<file path="src/rtl/rx_ring_ctrl.sv">
module rx_ring_ctrl #(
  parameter int AW = 10,
  parameter int CW = 8
) (
  input  logic          clk,
  input  logic          rst_n,
  input  logic          cfg_load,
  input  logic [AW-1:0] cfg_lo,
  input  logic [AW-1:0] cfg_hi,
  input  logic          rdp_wr,
  input  logic [AW-1:0] rdp_val,
  input  logic          host_dec,
  input  logic          err_clr,
  input  logic          int_en,
  input  logic          byte_stb,
  input  logic          pkt_done,
  input  logic          pkt_fail,
  output logic          mem_we,
  output logic [AW-1:0] mem_addr,
  output logic [AW-1:0] wr_ptr,
  output logic [AW-1:0] rd_ptr,
  output logic [CW-1:0] pkt_cnt,
  output logic          pkt_pend,
  output logic          rx_err,
  output logic          irq,
  output logic [AW-1:0] free_bytes
);
  localparam logic [CW-1:0] CNT_MAX = '1;

  logic [AW-1:0] lo_q, hi_q, cur_q, wp_q, rp_q;
  logic [CW-1:0] cnt_q;
  logic          pend_q, err_q, drop_q;

  logic [AW-1:0] cur_nx, span;
  logic          sat, live, byte_abort, done_abort, commit, dec_eff, abort;

  assign cur_nx     = (cur_q == hi_q) ? lo_q : cur_q + 1'b1;
  assign sat        = (cnt_q == CNT_MAX);
  assign live       = !drop_q && !pkt_fail;
  assign byte_abort = byte_stb && !pkt_done && live && (sat || cur_nx == rp_q);
  assign done_abort = pkt_done && live && sat;
  assign commit     = pkt_done && live && !sat;
  assign abort      = byte_abort || done_abort;
  assign dec_eff    = host_dec && (cnt_q != '0);

  assign mem_we   = byte_stb && !pkt_done && live && !sat && (cur_nx != rp_q);
  assign mem_addr = cur_q;
  assign wr_ptr   = wp_q;
  assign rd_ptr   = rp_q;
  assign pkt_cnt  = cnt_q;
  assign pkt_pend = pend_q;
  assign rx_err   = err_q;
  assign irq      = err_q && int_en;

  assign span       = hi_q - lo_q;
  assign free_bytes = (wp_q > rp_q)  ? span - (wp_q - rp_q) :
                      (wp_q == rp_q) ? span : rp_q - wp_q - 1'b1;

  always_ff @(posedge clk) begin
    if (!rst_n) begin
      lo_q   <= '0;
      hi_q   <= '1;
      cur_q  <= '0;
      wp_q   <= '0;
      rp_q   <= '0;
      drop_q <= 1'b0;
    end else if (cfg_load) begin
      lo_q   <= cfg_lo;
      hi_q   <= cfg_hi;
      cur_q  <= cfg_lo;
      wp_q   <= cfg_lo;
      rp_q   <= cfg_lo;
      drop_q <= 1'b0;
    end else begin
      if (rdp_wr) rp_q <= rdp_val;
      if (pkt_fail) begin
        cur_q  <= wp_q;
        drop_q <= 1'b0;
      end else if (pkt_done) begin
        drop_q <= 1'b0;
        if (commit) wp_q <= cur_q;
        else        cur_q <= wp_q;
      end else if (byte_abort) begin
        cur_q  <= wp_q;
        drop_q <= 1'b1;
      end else if (mem_we) begin
        cur_q  <= cur_nx;
      end
    end
  end

  always_ff @(posedge clk) begin
    if (!rst_n) begin
      cnt_q  <= '0;
      pend_q <= 1'b0;
      err_q  <= 1'b0;
    end else begin
      if (commit && !dec_eff)      cnt_q <= cnt_q + 1'b1;
      else if (dec_eff && !commit) cnt_q <= cnt_q - 1'b1;
      if (commit)                                  pend_q <= 1'b1;
      else if (dec_eff && cnt_q == {{(CW-1){1'b0}}, 1'b1}) pend_q <= 1'b0;
      if (abort)        err_q <= 1'b1;
      else if (err_clr) err_q <= 1'b0;
    end
  end

  a_r1_drop_blocks_write: assert property (@(posedge clk) disable iff (!rst_n)
    (drop_q && byte_stb) |-> !mem_we);
  a_r2_wptr_hold: assert property (@(posedge clk) disable iff (!rst_n)
    (!commit && !cfg_load) |=> $stable(wp_q));
  a_r3_addr_in_window: assert property (@(posedge clk) disable iff (!rst_n)
    (mem_we && lo_q <= hi_q) |-> (cur_q >= lo_q && cur_q <= hi_q));
  a_r4_no_underflow: assert property (@(posedge clk) disable iff (!rst_n)
    (cnt_q == '0 && host_dec && !commit) |=> (cnt_q == '0));
  a_r5_pend_tracks_cnt: assert property (@(posedge clk) disable iff (!rst_n)
    pend_q == (cnt_q != '0));
  a_r8_free_cap: assert property (@(posedge clk) disable iff (!rst_n)
    (lo_q <= hi_q) |-> (free_bytes <= span));
  a_r9_err_sticky: assert property (@(posedge clk) disable iff (!rst_n)
    (err_q && !err_clr) |=> err_q);
  a_r11_cnt_hold: assert property (@(posedge clk) disable iff (!rst_n)
    (commit && dec_eff) |=> $stable(cnt_q));
endmodule

</file>
<file path="config.mk">
export PLATFORM = sky130hd
export DESIGN_NAME = rx_ring_ctrl
export DESIGN_NICKNAME = d
export VERILOG_FILES = /design/src/rtl/rx_ring_ctrl.sv
export SDC_FILE = /design/constraint.sdc
export NUM_CORES = 1
export LEC_CHECK = 0
export ABC_AREA = 1
export BUFFER_PORTS_ARGS = -buffer_cell sky130_fd_sc_hd__clkbuf_2
export CAP_MARGIN = 20
export CORE_MARGIN = 2
export CORE_UTILIZATION = 62
export DETAILED_ROUTE_END_ITERATION = 6
export GPL_ROUTABILITY_DRIVEN = 0
export PLACE_DENSITY = 0.95
export SYNTH_ARGS = -nofsm -noshare
export SYNTH_HDL_FRONTEND = slang
export SYNTH_SLANG_ARGS = --single-unit
</file>
<file path="constraint.sdc">
create_clock -name clk -period 10.1 [get_ports clk]
set_input_delay 0.505 -clock clk [delete_from_list [all_inputs] [get_ports clk]]
set_output_delay 0.505 -clock clk [all_outputs]
set_load 0.02 [all_outputs]
</file>
==> impl_metrics.toml <==
[outcome]
run_status = "finished with violations"
violations = "DRC"

[finish]
layout-drive-gt1-share = 0.155
area_delta_synth_final_pct = 11.8
fillers = 720
stdcell_count = 1057
nets = 1039
num_antenna_cells = 0

[placement]
place.detailed.hpwl_um = 12100
io_buffer_count = 91
placed_cells = 1041

[floorplanning]
die_y_um = 98.2
ioPinCount = 92
start_util = 0.634
fp.coreArea_mm2 = 0.00868
num_rows = 34
die-width_um = 98.2
die-area_mm2 = 0.00964

[timing]
clock.fmax_ghz = 0.203
post-route-period-util = 0.489
finalSetupViolCount = 0
tightestPinTransition_ns = 1.03
slew_headroom = 0.310
rsz0062_at_grt = "false"
hold_violations = 0
final.setup.tns_ns = 0
hold_ws_ns = 0.375
slew_viol_final = 0
finClkSkew_ns = 0.0149
fin_crit_ns = 4.94

[yosys]
synthFlopType = "dfxtp_1"
synth-seq-area-share = 0.222
synth_seq_cells = 61
synthCells = 870
synth_top_area_share = 0.222
yosys-top-cells-area = "dfxtp_1, nand2_1, ha_1, inv_1, o21ai_0"
syn_nets = 965
yosys.area.top_type = "dfxtp_1"
async_flop_share = 0
synth_common_cells = "nand2_1, inv_1, o21ai_0, a21oi_1, dfxtp_1"
synth_edf_count = 0
yosysMostFrequentCell = "nand2_1"
yosys_warnings = 0
ys_types = 40
netlist_area_mm2 = 0.00550
syn_area_per_cell_um2 = 6.32

[routing]
vias = 6110
avgRoutedWirePerCell_um = 15.4
wl_um = 16300
remaining_drc_errors = 7
ant_nets = 0
firstDrtPassIters = 7
drt-vias-per-instance = 5.78
drtIter0Drc = 806

[global_routing]
antenna_found_initial = 0
grt_overflow = 0
grt_max_degree = 64
grt_pass1_vias = 5688
grt_util_all_layers = 0.336
grt_pass1_wl_um = 26400

[worst_setup_path]
arrival_ns = 4.43
path_common_cell = "nor2_1"
max_stage_delay_ns = 0.49
crit_slowest_cell = "fa_1"
critPathCaptureType = "output port"
worst_setup_path_start_kind = "flop"
path_class = "reg -> out"
cp_num_buf_inv = 3
required_ns = 9.60
path_delay_family = "adder cells"
crit_path_cell_trace = "inv_1, ha_1, fa_1, o21ai_0, a21oi_1, o21ai_0, xnor2_1, fa_1, inv_1, ha_1, a21oi_1, a21boi_0, nor2_1, nor2_1, nor2_1, nor2_1, xnor2_1, nand3b_1, nand3b_1, nand2_1, clkbuf_2"
rrSetupSlack_ns = 6.63
path_max_fanout = 4

[power_and_ir_drop]
p_clk_frac = 0.212
p_switching_mw = 0.461
ir_worst_vdd_mv = 0.150
seqPwrFrac = 0.300
p_per_area_mw_per_mm2 = 168
total_power_mw = 1.04
share_comb_of_total_power = 0.488
p_leak_nw = 3.24
swShare = 0.446
internal_power_mw = 0.574

[cts]
cts.path.max_buffers = 2
cts_tree = "done"
postCtsHoldBufs = 0
clk_pin_slew_ns = 0.07
numCtsBuffers = 9
clock_latency_ns = 0.35
h-tree-depth = 3
clkSinkCount = 61
cts_root_buffer = "clkbuf_8"
post-cts-setup-buffers = 0
post_cts_resized = 0

[min_path]
worstHoldPathType = "in -> reg"

[job]
maxCapViolations = 0
[cell families after synthesis]
| family | synth area share |
|---|---|
| adder cells (fa/ha/maj) | 0.140 |
| AO/OA/AOI/OAI | 0.207 |
| buffers and inverters | 0.127 |
| XOR/XNOR | 0.0334 |
| AND/OR/NAND/NOR | 0.270 |
| flip-flops | 0.222 |
[cells in the final DEF, fill, tap and decap left out, types with 5 or more instances in the layout]
cell type  count
nand3b_1       5
clkbuf_2      91
dfxtp_1       61
o21ai_0       93
nor2_1        43
clkbuf_8      10
inv_1        140
nand3_1       50
nand2_2       13
nand2_1      210
nor3_1         5
fa_1          11
a21oi_1       87
xnor2_1       11
nand4_1        5
a21oi_2        6
ha_1          44
inv_2          8
xor2_1        10
[worst min-delay path: stages]
cell      delay, ns
clkbuf_2       0.07
a21oi_1        0.05
o21ai_0        0.06
[metal layers]
metal  share of wire  vias to the layer above  track usage
met5               0                        -            0
met1            0.39                     2674        0.426
met2            0.44                      406        0.558
li1                -                     2945            -
met3            0.12                       85       0.0659
met4           0.044                        0        0.146
[power by group through the flow]
stage / clock [mW] / sequential [mW] / combinational, mW
2_1_floorplan: 0 / 0.332 / 0.345
3_3_place_gp: 0 / 0.313 / 0.476
3_5_place_dp: 0 / 0.314 / 0.495
4_1_cts: 0.218 / 0.309 / 0.498
5_1_grt: 0.230 / 0.315 / 0.565
6_report: 0.219 / 0.311 / 0.505
[per-stage QoR]
stage	util	worst slack, ns	instance area, um2
final	0.709	5.16	6150
after global placement	0.687	5.68	5960
after floorplan	-	5.97	5500
after detailed placement	0.687	5.57	5960
after global routing	0.709	4.78	6150
after CTS	0.709	5.18	6150
[flip-flops by register name, summed over array words and instances (netlist names), 8 cells and up]
signal and cells:
pkt_cnt 8, rd_ptr 10, mem_addr 10, lo_q 10, hi_q 10, wr_ptr 10
[layout make-up]
cell class                      instances  area, um2  area share
Sequential cell                        61       1220       0.198
Timing Repair Buffer                   92        463      0.0752
Tap cell                              108        135      0.0220
Clock buffer                           12        145      0.0236
Clock inverter                          4       47.5     0.00773
Multi-Input combinational cell        631       3580       0.582
Inverter                              149        559      0.0909
[path summary, 6_finish.rpt]
| check | startpoint | cells past startpoint | endpoint |
|---|---|---|---|
| worst max-delay path | hi_q[0] | 21 | free_bytes[9] |
| worst min-delay path | cfg_hi[6] | 3 | hi_q[6] |
| worst max register to register | mem_addr[0] | 19 | mem_addr[4] |
| worst min register to register | lo_q[8] | 2 | lo_q[8] |
Note: power is estimated with default switching activity, not from simulation.
